--- config.mk ---
export PLATFORM = sky130hd
export DESIGN_NAME = spdif_rate_clf
export DESIGN_NICKNAME = d
export VERILOG_FILES = /design/src/rtl/spdif_clf_pkg.sv /design/src/rtl/spdif_clf_sync.sv /design/src/rtl/spdif_clf_meter.sv /design/src/rtl/spdif_clf_ladder.sv /design/src/rtl/spdif_rate_clf.sv
export SDC_FILE = /design/constraint.sdc
export NUM_CORES = 1
export LEC_CHECK = 0
export BUFFER_PORTS_ARGS = -buffer_cell sky130_fd_sc_hd__buf_2
export CORE_MARGIN = 2
export CORE_UTILIZATION = 47
export CTS_CLUSTER_DIAMETER = 40
export DETAILED_ROUTE_END_ITERATION = 8
export GPL_TIMING_DRIVEN = 0
export PLACE_DENSITY = 0.87
export RECOVER_POWER = 100
export REMOVE_ABC_BUFFERS = 1
export SKIP_LAST_GASP = 1
export SLEW_MARGIN = 20
export SYNTH_ARGS = -nofsm -noshare
export SYNTH_HDL_FRONTEND = slang
export SYNTH_HIERARCHICAL = 1
export SYNTH_SLANG_ARGS = --single-unit
--- constraint.sdc ---
create_clock -name clk -period 3.2 [get_ports clk]
set_input_delay 0.32 -clock clk [delete_from_list [all_inputs] [get_ports clk]]
set_output_delay 0.32 -clock clk [all_outputs]
set_load 0.02 [all_outputs]
--- src/rtl/spdif_clf_pkg.sv ---
package spdif_clf_pkg;

    localparam int NUM_MODES    = 7;
    localparam int MODE_W       = 3;
    localparam int TMR_W        = 8;
    localparam int THR_W        = 10;
    localparam int WID_W        = 10;
    localparam int BASE_W       = 20;
    localparam int WORD_W       = 32;
    localparam int IRQ_W        = 8;
    localparam int IRQ_MODE_BIT = 2;
    localparam int SYNC_STAGES  = 2;

    localparam logic [MODE_W-1:0] MODE_NONE = '1;

endpackage

--- src/rtl/spdif_clf_sync.sv ---
module spdif_clf_sync #(
    parameter int STAGES = 2
) (
    input  logic clk,
    input  logic rst_n,
    input  logic din_i,
    output logic edge_o
);

    localparam int SH_W = STAGES + 1;

    typedef struct packed {
        logic [SH_W-1:0] sh;
    } sync_st_t;

    sync_st_t sync_d, sync_q;

    always_comb begin
        sync_d    = sync_q;
        sync_d.sh = {sync_q.sh[SH_W-2:0], din_i};
    end

    always_ff @(posedge clk or negedge rst_n) begin
        if (!rst_n) sync_q <= '0;
        else        sync_q <= sync_d;
    end

    // transition seen between the last synchronised sample and the one before
    assign edge_o = sync_q.sh[STAGES] ^ sync_q.sh[STAGES-1];

endmodule

--- src/rtl/spdif_clf_meter.sv ---
module spdif_clf_meter #(
    parameter int BASE_W = 20,
    parameter int WID_W  = 10
) (
    input  logic              clk,
    input  logic              rst_n,
    input  logic              edge_i,
    input  logic              cap_en_i,
    input  logic [BASE_W-1:0] base_i,
    output logic              done_o,
    output logic [WID_W-1:0]  width_o
);

    localparam logic [WID_W-1:0] WID_MAX = '1;

    typedef struct packed {
        logic [BASE_W-1:0] win;
        logic [WID_W-1:0]  run;
        logic [WID_W-1:0]  minw;
        logic              have_prev;
        logic              done;
        logic [WID_W-1:0]  width;
    } meter_st_t;

    meter_st_t meter_d, meter_q;
    logic [WID_W-1:0] cand;
    logic [WID_W-1:0] cur_min;
    logic             take;
    logic             tick;

    always_comb begin
        meter_d      = meter_q;
        meter_d.done = 1'b0;

        tick = ({1'b0, meter_q.win} + (BASE_W+1)'(1)) >= {1'b0, base_i};
        cand = (meter_q.run == WID_MAX) ? WID_MAX : meter_q.run + 1'b1;
        take = edge_i & meter_q.have_prev & cap_en_i;
        cur_min = (take && (cand < meter_q.minw)) ? cand : meter_q.minw;

        if (edge_i) begin
            meter_d.run       = '0;
            meter_d.have_prev = 1'b1;
        end else if (meter_q.run != WID_MAX) begin
            meter_d.run = meter_q.run + 1'b1;
        end

        if (tick) begin
            meter_d.win   = '0;
            meter_d.done  = 1'b1;
            meter_d.width = (cur_min == WID_MAX) ? '0 : cur_min;
            meter_d.minw  = WID_MAX;
        end else begin
            meter_d.win  = meter_q.win + 1'b1;
            meter_d.minw = cur_min;
        end
    end

    always_ff @(posedge clk or negedge rst_n) begin
        if (!rst_n) begin
            meter_q <= '{win: '0, run: '0, minw: WID_MAX, have_prev: 1'b0,
                         done: 1'b0, width: '0};
        end else begin
            meter_q <= meter_d;
        end
    end

    assign done_o  = meter_q.done;
    assign width_o = meter_q.width;


    capture_off_chk: assert property (@(posedge clk) disable iff (!rst_n)
        (!cap_en_i && $past(!cap_en_i) && tick) |=> (width_o == '0));

endmodule

--- src/rtl/spdif_clf_ladder.sv ---
module spdif_clf_ladder #(
    parameter int NUM_MODES = 7,
    parameter int MODE_W    = 3,
    parameter int TMR_W     = 8,
    parameter int THR_W     = 10,
    parameter int WID_W     = 10,
    parameter int WORD_W    = 32,
    parameter int TMR_WORDS = 2,
    parameter int THR_WORDS = 2
) (
    input  logic [TMR_WORDS-1:0][WORD_W-1:0] tmr_words_i,
    input  logic [THR_WORDS-1:0][WORD_W-1:0] thr_words_i,
    input  logic [WID_W-1:0]                 width_i,
    output logic [MODE_W-1:0]                mode_o
);

    localparam int TMR_PER  = WORD_W / TMR_W;
    localparam int THR_PER  = WORD_W / THR_W;
    localparam int NUM_THR  = NUM_MODES - 1;

    logic [TMR_W-1:0] tmr [NUM_MODES];
    logic [THR_W-1:0] thr [NUM_THR];
    logic [WID_W:0]   w2;
    logic             valid;
    logic             unused_bits;

    // lowest mode index in the most significant slot of each word
    for (genvar m = 0; m < NUM_MODES; m++) begin : g_tmr
        localparam int WI = m / TMR_PER;
        localparam int SH = TMR_W * (TMR_PER - 1 - (m % TMR_PER));
        assign tmr[m] = tmr_words_i[WI][SH +: TMR_W];
    end

    for (genvar m = 0; m < NUM_THR; m++) begin : g_thr
        localparam int WI = m / THR_PER;
        localparam int SH = THR_W * (THR_PER - 1 - (m % THR_PER));
        assign thr[m] = thr_words_i[WI][SH +: THR_W];
    end

    assign unused_bits = ^{tmr_words_i, thr_words_i};

    always_comb begin
        w2    = {width_i, 1'b0};
        valid = (width_i != '0)
              && (w2 >= (WID_W+1)'(tmr[NUM_MODES-1]))
              && ({1'b0, width_i} <= (WID_W+1)'({tmr[0], 1'b0}));
        mode_o = MODE_W'(NUM_MODES - 1);
        for (int i = NUM_THR - 1; i >= 0; i--) begin
            if (w2 > (WID_W+1)'(thr[i])) mode_o = MODE_W'(i);
        end
        if (!valid) mode_o = '1;
    end

endmodule

--- src/rtl/spdif_rate_clf.sv ---
module spdif_rate_clf
    import spdif_clf_pkg::*;
#(
    parameter int P_BASE_W = BASE_W,
    parameter int P_WID_W  = WID_W,
    parameter int P_MODE_W = MODE_W,
    parameter int P_IRQ_W  = IRQ_W,
    parameter int P_WORD_W = WORD_W
) (
    input  logic                clk,
    input  logic                rst_n,
    input  logic                sdata_i,
    input  logic                width_sel_i,
    input  logic [P_BASE_W-1:0] base_timer_i,
    input  logic [P_WORD_W-1:0] tmr_word0_i,
    input  logic [P_WORD_W-1:0] tmr_word1_i,
    input  logic [P_WORD_W-1:0] thr_word0_i,
    input  logic [P_WORD_W-1:0] thr_word1_i,
    input  logic [P_IRQ_W-1:0]  irq_mask_i,
    input  logic [P_IRQ_W-1:0]  irq_clr_i,
    output logic [P_MODE_W-1:0] mode_o,
    output logic [P_WID_W-1:0]  width_o,
    output logic [P_IRQ_W-1:0]  irq_stat_o,
    output logic                irq_o
);

    localparam int TMR_WORDS = (NUM_MODES + (P_WORD_W / TMR_W) - 1) / (P_WORD_W / TMR_W);
    localparam int THR_WORDS = (NUM_MODES - 1 + (P_WORD_W / THR_W) - 1) / (P_WORD_W / THR_W);

    typedef struct packed {
        logic [P_MODE_W-1:0] mode;
        logic [P_IRQ_W-1:0]  stat;
        logic                irq;
    } top_st_t;

    top_st_t top_d, top_q;

    logic                               edge_s;
    logic                               win_done;
    logic [P_WID_W-1:0]                 meas_w;
    logic [P_MODE_W-1:0]                lad_mode;
    logic [TMR_WORDS-1:0][P_WORD_W-1:0] tmr_words;
    logic [THR_WORDS-1:0][P_WORD_W-1:0] thr_words;
    logic [P_IRQ_W-1:0]                 set_vec;

    assign tmr_words = {tmr_word1_i, tmr_word0_i};
    assign thr_words = {thr_word1_i, thr_word0_i};

    spdif_clf_sync #(.STAGES(SYNC_STAGES)) sync_i (
        .clk    (clk),
        .rst_n  (rst_n),
        .din_i  (sdata_i),
        .edge_o (edge_s)
    );

    spdif_clf_meter #(.BASE_W(P_BASE_W), .WID_W(P_WID_W)) meter_i (
        .clk      (clk),
        .rst_n    (rst_n),
        .edge_i   (edge_s),
        .cap_en_i (width_sel_i),
        .base_i   (base_timer_i),
        .done_o   (win_done),
        .width_o  (meas_w)
    );

    spdif_clf_ladder #(
        .NUM_MODES (NUM_MODES),
        .MODE_W    (P_MODE_W),
        .TMR_W     (TMR_W),
        .THR_W     (THR_W),
        .WID_W     (P_WID_W),
        .WORD_W    (P_WORD_W),
        .TMR_WORDS (TMR_WORDS),
        .THR_WORDS (THR_WORDS)
    ) ladder_i (
        .tmr_words_i (tmr_words),
        .thr_words_i (thr_words),
        .width_i     (meas_w),
        .mode_o      (lad_mode)
    );

    always_comb begin
        top_d     = top_q;
        top_d.irq = 1'b0;
        set_vec   = '0;
        if (win_done && (lad_mode != top_q.mode)) begin
            top_d.mode            = lad_mode;
            set_vec[IRQ_MODE_BIT] = 1'b1;
        end
        // a fresh set outranks a clear in the same cycle
        top_d.stat = (top_q.stat & ~irq_clr_i) | set_vec;
        top_d.irq  = |(set_vec & irq_mask_i);
    end

    always_ff @(posedge clk or negedge rst_n) begin
        if (!rst_n) top_q <= '{mode: MODE_NONE, stat: '0, irq: 1'b0};
        else        top_q <= top_d;
    end

    assign mode_o     = top_q.mode;
    assign width_o    = meas_w;
    assign irq_stat_o = top_q.stat;
    assign irq_o      = top_q.irq;


    mode_flag_chk: assert property (@(posedge clk) disable iff (!rst_n)
        (top_q.mode != $past(top_q.mode)) |-> top_q.stat[IRQ_MODE_BIT]);


    mode_at_window_chk: assert property (@(posedge clk) disable iff (!rst_n)
        (top_q.mode != $past(top_q.mode)) |-> $past(win_done));


    empty_window_chk: assert property (@(posedge clk) disable iff (!rst_n)
        (win_done && (meas_w == '0)) |=> (top_q.mode == MODE_NONE));


    irq_pulse_chk: assert property (@(posedge clk) disable iff (!rst_n)
        irq_o |-> (top_q.stat[IRQ_MODE_BIT] && $past(irq_mask_i[IRQ_MODE_BIT])));


    irq_single_chk: assert property (@(posedge clk) disable iff (!rst_n)
        irq_o |=> !irq_o);

endmodule

==> out/metrics.csv, run 1 <==
metric;value;unit
top post-synthesis cells by area;dfrtp_1, ha_1, inv_1;
CP Capture Type;register;
Mean Syn Cell Area;8.91;µm²
drt pass-1 iters;4;
routed via count;5312;
P_leak;4.19;nW
Antenna diodes;0;
PortBufs;130;
post-synthesis async set-or-reset flop share;100;%
All-Layer GR Usage;22.0;%
setup violators final;27;
maxcap violations;0;
ys flop type;dfrtp_1;
Post-route DRC;0;
final core utilization;62.8;%
initial DRC count;304;
max_slew headroom;11.7;%
Final Cycle Share;108;%
CTS Buf Count;9;
minimum clock period;3.45;ns
routed wire length;15800;µm
Critical Path Most Common Cell;ha_4;
Starting Density;47.7;%
placed cell areas;0.00641;mm²
clock sink total;67;
gr ovfl total;0;
Placed Instances;896;
CP cell instances;ha_4 > and3_4 > nand3_2 > mux2i_2 > inv_1 > ha_4 > nand4_1 > nor3_2 > o21ai_2 > o21ai_4 > buf_12 > clkbuf_16 > mux2i_4 > o21ai_0 > nor2b_1;
count of pins over their slew limit;0;
Die Area;0.0130;mm²
failing checks;negative setup slack;
pwr dens;362;mW/mm²
Worst-Skew Late Latency;0.34;ns
Die W;114;µm
Tightest Pin Transition;1.32;ns
post-synth top area share;23.8;%
skew final;0.00678;ns
RD Place Congestion;0.875;
total power draw;2.71;mW
CTS clk-pin slew, worst paths;0.06;ns
clock root buffer;clkbuf_16;
fill count;949;
worst setup slack after layout;-0.253;ns
Yosys reg bits;67;
Design Area, Final;0.00749;mm²
Post-DP HPWL;9680;µm
CP peak stage delay;0.46;ns
Post-Synthesis Cells;637;
H-tree Lvls;3;
routed len/inst;16.6;µm
final antenna-violating net count;0;
RSZ-0062 raised after global routing;true;
initial antenna violation count;0;
Seq/Total Area, Yosys;29.8;%
most frequent cell after synthesis;inv_1;
crit path DAT;3.69;ns
Netlist Area Pre-Place;0.00568;mm²
yosys warns;6;
Final Non-Filler Cells;953;
dominant cell type by area after synthesis;dfrtp_1;
CP startpoint kind;register;
achievable clock frequency;290;MHz
Core Footprint;0.0119;mm²
Setup CP Type;register to register;
global-route wire length before repair;22800;µm
area grow syn2layout;31.9;%
synth cell count leaders;inv_1, ha_1, dfrtp_1, nand2_1, nor2_1;
die height;114;µm
Worst VDD drop;0.000308;V
nets@finish;1069;
EDFF count, synth;0;
status;finished, violations left;
via density per instance;5.57;
pin count of the biggest net entering global routing;54;
CP max FO;5;
Max clock buf depth;2;
vias in the first global route;5041;
layout cells sized above 1;32.1;%
Boundary Pins;190;
count of cell types in the netlist;62;
Cell Rows;40;
TritonCTS clock tree;done;
Hold Path Class;primary input to register;
Final Hold Fails;0;
CP required;3.43;ns
Worst path slowest cell;dfrtp_2;
## power by group
group / internal [mW] / switching, mW
logic: 0.340 / 0.323
clock network: 0.707 / 0.384
registers: 0.905 / 0.0483
total: 1.95 / 0.755
## cells in the final DEF, fill, tap and decap left out, types with 6 or more instances in the layout
master / n
and2_1: 18
buf_2: 117
nor2_1: 33
xnor2_1: 9
dfrtp_2: 10
inv_1: 107
nand3_1: 18
xor2_1: 12
dfstp_2: 13
ha_1: 96
dfrtp_1: 44
clkbuf_16: 11
nand4_1: 12
mux2i_2: 6
nand4b_1: 6
a21o_1: 15
nand2_1: 33
nor2b_1: 18
buf_4: 32
o21ai_0: 13
o211ai_1: 6
a211oi_1: 8
a21oi_1: 25
clkbuf_1: 14
## routing by layer
| metal | routed length (µm) | vias to the layer above | track usage (%) |
|---|---|---|---|
| li1 | - | 2546 | - |
| met1 | 6300 | 2506 | 25.8 |
| met2 | 8170 | 209 | 39.8 |
| met3 | 803 | 51 | 4.04 |
| met4 | 514 | 0 | 8.37 |
| met5 | 0 | - | 0 |
## state kept, by name (all words and copies together) (netlist names)
name	cells
meter_i/meter_q	41
meter_i/width_o	10
irq_stat_o	8
mode_o	3
sync_i/sync_q	3
irq_o	1
meter_i/done_o	1
## cells by family (layout without fill, tap and decap cells)
logic type      Yosys count  count (layout)  share of synthesized area [%]
mux                      14              14                           2.56
compound gates          114             115                           13.8
flops                    67              67                           29.8
fa+ha+maj               100             100                           22.0
simple gates            190             190                           18.5
buf+inv                 127             295                           9.43
xor+xnor                 25              25                           3.86
## worst max-delay path, delay by kind of cell, from the launching register on
| kind | cells | cell delay (ns) |
|---|---|---|
| AOI/OAI and AO/OA | 3 | 0.48 |
| adders and majority gates | 2 | 0.49 |
| buffers and inverters | 3 | 0.42 |
| DFF | 1 | 0.46 |
| muxes | 2 | 0.53 |
| and+or+nand+nor | 5 | 0.97 |
## per-stage QoR
step | hold slack [ns] | TNS (ns) | setup WS [ns]
after CTS | 0.0818 | 0 | 0.00646
after global placement | 0.337 | -37.66 | -1.23
after floorplan | 0.0244 | -6.80 | -0.423
after detailed placement | 0.196 | -40.49 | -1.31
final | 0.0880 | -3.48 | -0.253
after global routing | 0.0804 | -7.90 | -0.339
## final cells by class
| class | instances | area (µm²) | share of cell area (%) |
|---|---|---|---|
| tap | 147 | 184 | 2.46 |
| inverter | 108 | 408 | 5.45 |
| clock inverter | 5 | 86.3 | 1.15 |
| sequential | 67 | 1710 | 22.8 |
| multi-input combinational | 444 | 3830 | 51.2 |
| timing repair buffer | 171 | 1030 | 13.7 |
| clock buffer | 11 | 243 | 3.24 |
## final timing paths
kind                                     start             endpoint  slack, ns  cells after the start
max in group asynchronous                rst_n  meter_i/meter_q[28]       0.74                      3
setup / recovery           meter_i/meter_q[22]   meter_i/width_o[1]      -0.25                     15
hold reg to reg               sync_i/sync_q[0]     sync_i/sync_q[1]       0.36                      0
setup reg to reg           meter_i/meter_q[22]   meter_i/width_o[1]      -0.25                     15
min in group asynchronous                rst_n        irq_stat_o[4]       0.59                      2
hold / removal                         sdata_i     sync_i/sync_q[0]       0.09                      1
## timing repair
action | 4_1_cts | 5_1_grt
pin swaps | 12 | 16
setup buffers | 14 | 23
hold endpoints to repair | 14 | 0
endpoints found under the setup margin | 41 | 43
hold buffers | 1 | 0
resized for setup | 38 | 49
cloned | 1 | 2
Note: power is estimated with default switching activity, not from simulation.
==> inputs of run 2 (changes only) <==
Settings changed: TNS_END_PERCENT set to 30.
==> out/metrics.csv, run 2 (same netlist as run 1, synthesis figures left out) <==
metric;value;unit
Starting Density;47.7;%
layout cells sized above 1;31.4;%
maxcap violations;0;
skew final;0.00736;ns
total power draw;2.71;mW
routed wire length;15900;µm
max reg flops;41;
clock sink total;67;
Worst VDD drop;0.000257;V
Boundary Pins;190;
Post-DP HPWL;9680;µm
CTS Buf Count;9;
TritonCTS clock tree;done;
Final Cycle Share;107;%
area grow syn2layout;31.6;%
vias in the first global route;5041;
CP required;3.45;ns
Setup CP Type;register to register;
Max clock buf depth;2;
RSZ-0062 raised after global routing;true;
FF-to-FF setup slack;-0.21;ns
gr ovfl total;0;
global-route wire length before repair;22800;µm
worst setup slack after layout;-0.213;ns
commonest non-fill, non-tap cell in the layout;buf_2;
Die W;114;µm
initial antenna violation count;0;
RD Place Congestion;0.875;
most frequent cells in the layout;buf_2, inv_1, ha_1;
H-tree Lvls;3;
PortBufs;130;
Most flops, register;meter_i/meter_q;
Hold Path Class;primary input to register;
pwr dens;363;mW/mm²
Post-route DRC;0;
multi-input logic area;0.00383;mm²
P_leak;4.20;nW
Die Area;0.0130;mm²
max_slew headroom;11.8;%
routed len/inst;16.7;µm
crit path DAT;3.66;ns
count of pins over their slew limit;0;
CP startpoint kind;register;
CP max FO;5;
Antenna diodes;0;
All-Layer GR Usage;22.0;%
drt pass-1 iters;5;
CTS clk-pin slew, worst paths;0.06;ns
routed via count;5327;
Sum Neg Setup Slack;-2.84;ns
achievable clock frequency;293;MHz
Cell Rows;40;
final antenna-violating net count;0;
setup violators final;25;
Final Hold Fails;0;
status;finished, violations left;
die height;114;µm
initial DRC count;349;
failing checks;negative setup slack;
Worst-Skew Late Latency;0.34;ns
pin count of the biggest net entering global routing;54;
Core Footprint;0.0119;mm²
fill count;941;
nets@finish;1069;
via density per instance;5.59;
minimum clock period;3.41;ns
Tightest Pin Transition;1.32;ns
Sequential Area;0.00170;mm²
clock root buffer;clkbuf_16;
CP Capture Type;register;
run 2: layer usage:
metal	part of all wire, %	up-vias	track usage (%)
li1	-	2547	-
met1	40	2488	25.8
met2	50	232	39.8
met3	6.1	60	4.04
met4	4.2	0	8.37
met5	0	-	0
run 2: layout make-up:
type	instances	area share, %
inverters	108	5.46
well taps	147	2.46
flip-flops and latches	67	22.8
clock buffers	11	3.25
multi-input cells	444	51.2
clock inverters	5	1.16
repair buffers	171	13.7
run 2: where the power goes:
group / leakage, nW / internal (mW) / switching [mW]
Clock: 0.160 / 0.707 / 0.384
Combinational: 3.19 / 0.334 / 0.328
Sequential: 0.851 / 0.905 / 0.0522
Total: 4.20 / 1.95 / 0.764
run 2: final timing paths:
kind / start / endpoint / depth (start not counted)
setup / recovery: meter_i/meter_q[22] / meter_i/width_o[8] / 15
hold / removal: sdata_i / sync_i/sync_q[0] / 1
setup reg to reg: meter_i/meter_q[22] / meter_i/width_o[8] / 15
hold reg to reg: sync_i/sync_q[0] / sync_i/sync_q[1] / 0
max in group asynchronous: rst_n / meter_i/meter_q[28] / 3
min in group asynchronous: rst_n / irq_stat_o[4] / 2
run 2: worst max-delay path, cell delays in order, from the launching register on:
cell,delay [ns]
dfrtp_2,0.46
ha_4,0.19
and3_4,0.20
nand3_2,0.09
mux2i_2,0.30
inv_1,0.14
ha_4,0.30
nand4_1,0.20
nor3_2,0.32
o21ai_2,0.13
o21ai_4,0.24
nand4b_4,0.21
a211oi_4,0.07
buf_4,0.14
buf_12,0.13
a211oi_2,0.19
run 2: stage by stage:
step / hold WS, ns / std cells / setup slack [ns] / utilization [%] / instance area [µm²]
after floorplan: 0.0244 / 618 / -0.423 / - / 5550
after global placement: 0.337 / 895 / -1.23 / 53.6 / 6380
after detailed placement: 0.196 / 896 / -1.31 / 53.8 / 6410
after CTS: 0.0818 / 928 / 0.00646 / 59.3 / 7060
after global routing: 0.0797 / 953 / -0.341 / 62.7 / 7470
final: 0.0904 / 953 / -0.213 / 62.7 / 7470
run 2: repair_timing:
item                                    4_1_cts  5_1_grt
buffers inserted                             14       23
endpoints found under the setup margin       41       43
pin swaps                                    12       16
cloned                                        1        2
hold buffers                                  1        0
hold endpoints to repair                     14        0
gates resized for setup                      38       40
==> inputs of run 3 (changes only) <==
Clock period 3.2 ns to 2.8 ns, I/O delays scaled along.
==> out/metrics.csv, run 3 (same netlist as run 1, synthesis figures left out) <==
metric;value;unit
status;finished, violations left;
failing checks;negative setup slack;
minimum clock period;3.34;ns
Core Footprint;0.0119;mm²
Setup crit start;meter_i/meter_q[23];
CP max FO;9;
commonest non-fill, non-tap cell in the layout;buf_2;
Post-route DRC;0;
achievable clock frequency;299;MHz
vias in the first global route;5241;
drt pass-1 iters;5;
clock sink total;67;
Setup CP Type;register to register;
Worst VDD drop;0.000305;V
CP peak stage delay;0.48;ns
Worst path slowest cell;a21oi_1;
setup violators final;43;
Starting Density;47.7;%
All-Layer GR Usage;23.3;%
H-tree Lvls;3;
CTS Buf Count;9;
Worst R2R End;meter_i/width_o[8];
skew final;0.00701;ns
TritonCTS clock tree;done;
Worst-Skew Late Latency;0.34;ns
pre-CTS setup slack;-1.71;ns
global-route wire length before repair;24100;µm
Die W;114;µm
FF-to-FF setup slack;-0.54;ns
Final Non-Filler Cells;949;
RD Place Congestion;0.875;
Tightest Pin Transition;1.30;ns
final antenna-violating net count;0;
PortBufs;130;
Final Hold Fails;0;
clock root buffer;clkbuf_16;
clock power share;41.3;%
routed wire length;15600;µm
WHS Path Cells;1;
share of power burned in registers;35.9;%
Antenna diodes;0;
min-delay src;sdata_i;
Placed Instances;896;
max reg flops;41;
Die Area;0.0130;mm²
Final Cycle Share;119;%
die height;114;µm
Worst R2R Path Depth;14;
Hold EP;sync_i/sync_q[0];
Max clock buf depth;2;
Most flops, register;meter_i/meter_q;
maxcap violations;0;
layout cells sized above 1;31.5;%
max_slew headroom;13.3;%
area grow syn2layout;31.7;%
CP startpoint kind;register;
CP required;3.01;ns
RSZ-0062 raised after global routing;true;
final core utilization;62.8;%
CP Capture Type;register;
routed via count;5325;
CP delay by family, top;compound AO/OA/AOI/OAI gates;
P_leak;4.17;nW
WP buf/inv;2;
Psw;0.848;mW
initial DRC count;403;
via density per instance;5.61;
Comb pwr share;22.8;%
worst setup slack after layout;-0.544;ns
Int Pwr;2.17;mW
gr ovfl total;0;
CP cell instances;ha_4 > buf_4 > nand3_1 > a21oi_1 > a21oi_1 > ha_1 > nand2_1 > nor3_2 > a211oi_4 > o21ai_4 > nand4b_4 > a211oi_4 > buf_12 > a211oi_2;
initial antenna violation count;0;
Cell Rows;40;
nets@finish;1065;
RR Startpoint;meter_i/meter_q[23];
Post-DP HPWL;9680;µm
routed len/inst;16.5;µm
crit path DAT;3.55;ns
Hold Path Class;primary input to register;
pwr dens;404;mW/mm²
count of pins over their slew limit;0;
Sw Share;28.1;%
Fin Hold WS;0.0504;ns
most frequent cells in the layout;buf_2, inv_1, ha_1;
Boundary Pins;190;
pin count of the biggest net entering global routing;54;
CTS clk-pin slew, worst paths;0.06;ns
run 3: cell types whose count changed in the layout (fill, tap and decap cells not counted), sizes merged:
| cell | change |
|---|---|
| o21a | +1 |
| buf | -4 |
| clkbuf | -1 |
run 3: power groups by stage:
stage          sequential, mW  clock, mW  combinational, mW
2_1_floorplan            1.08          0              0.295
3_3_place_gp             1.09          0              0.441
3_5_place_dp             1.09          0              0.462
4_1_cts                  1.07       1.26              0.550
5_1_grt                  1.09       1.31              0.748
6_report                 1.09       1.25              0.688
run 3: worst max-delay path by stage:
stage                          to  slack [ns]  cells after the start
2_1_floorplan  meter_i/width_o[3]       -0.82                     13
3_3_place_gp   meter_i/width_o[4]       -1.63                     14
3_5_place_dp   meter_i/width_o[3]       -1.71                     14
4_1_cts        meter_i/width_o[9]       -0.33                     14
5_1_grt        meter_i/width_o[9]       -0.66                     14
6_report       meter_i/width_o[8]       -0.54                     14
run 3: worst reg2reg max path: cells and delay by family, from the launching register on:
family                     cells  cell delay [ns]
DFF                            1             0.42
buffers and inverters          2             0.31
AOI/OAI and AO/OA              6             1.39
adders and majority gates      2             0.54
and+or+nand+nor                4             0.57
run 3: layout make-up:
| cell class | instances | area [µm²] |
|---|---|---|
| Clock inverter | 5 | 86.3 |
| Timing Repair Buffer | 166 | 987 |
| Inverter | 108 | 418 |
| Sequential cell | 67 | 1700 |
| Tap cell | 147 | 184 |
| Fill cell | 933 | 4440 |
| Multi-Input combinational cell | 445 | 3860 |
| Clock buffer | 11 | 243 |
run 3: routing by layer:
metal	track usage, %	wire, µm
met1	26.9	6220
met2	42.4	7950
met3	4.46	1030
met4	9.35	447
met5	0	0
run 3: timing repair:
item,in CTS,in global routing
buffers inserted,22,11
gates resized for setup,56,40
setup endpoints to repair,43,46
pin swaps,19,11
hold endpoints to repair,14,0
hold buffers,1,0
cloned,2,1
run 3: metrics by stage:
step | power [mW] | cell area (µm²) | TNS (ns)
final | 3.02 | 7470 | -16.38
after detailed placement | 1.55 | 6410 | -57.40
after global routing | 3.15 | 7470 | -22.05
after global placement | 1.53 | 6380 | -54.49
after floorplan | 1.38 | 5550 | -23.20
after CTS | 2.88 | 7220 | -10.40
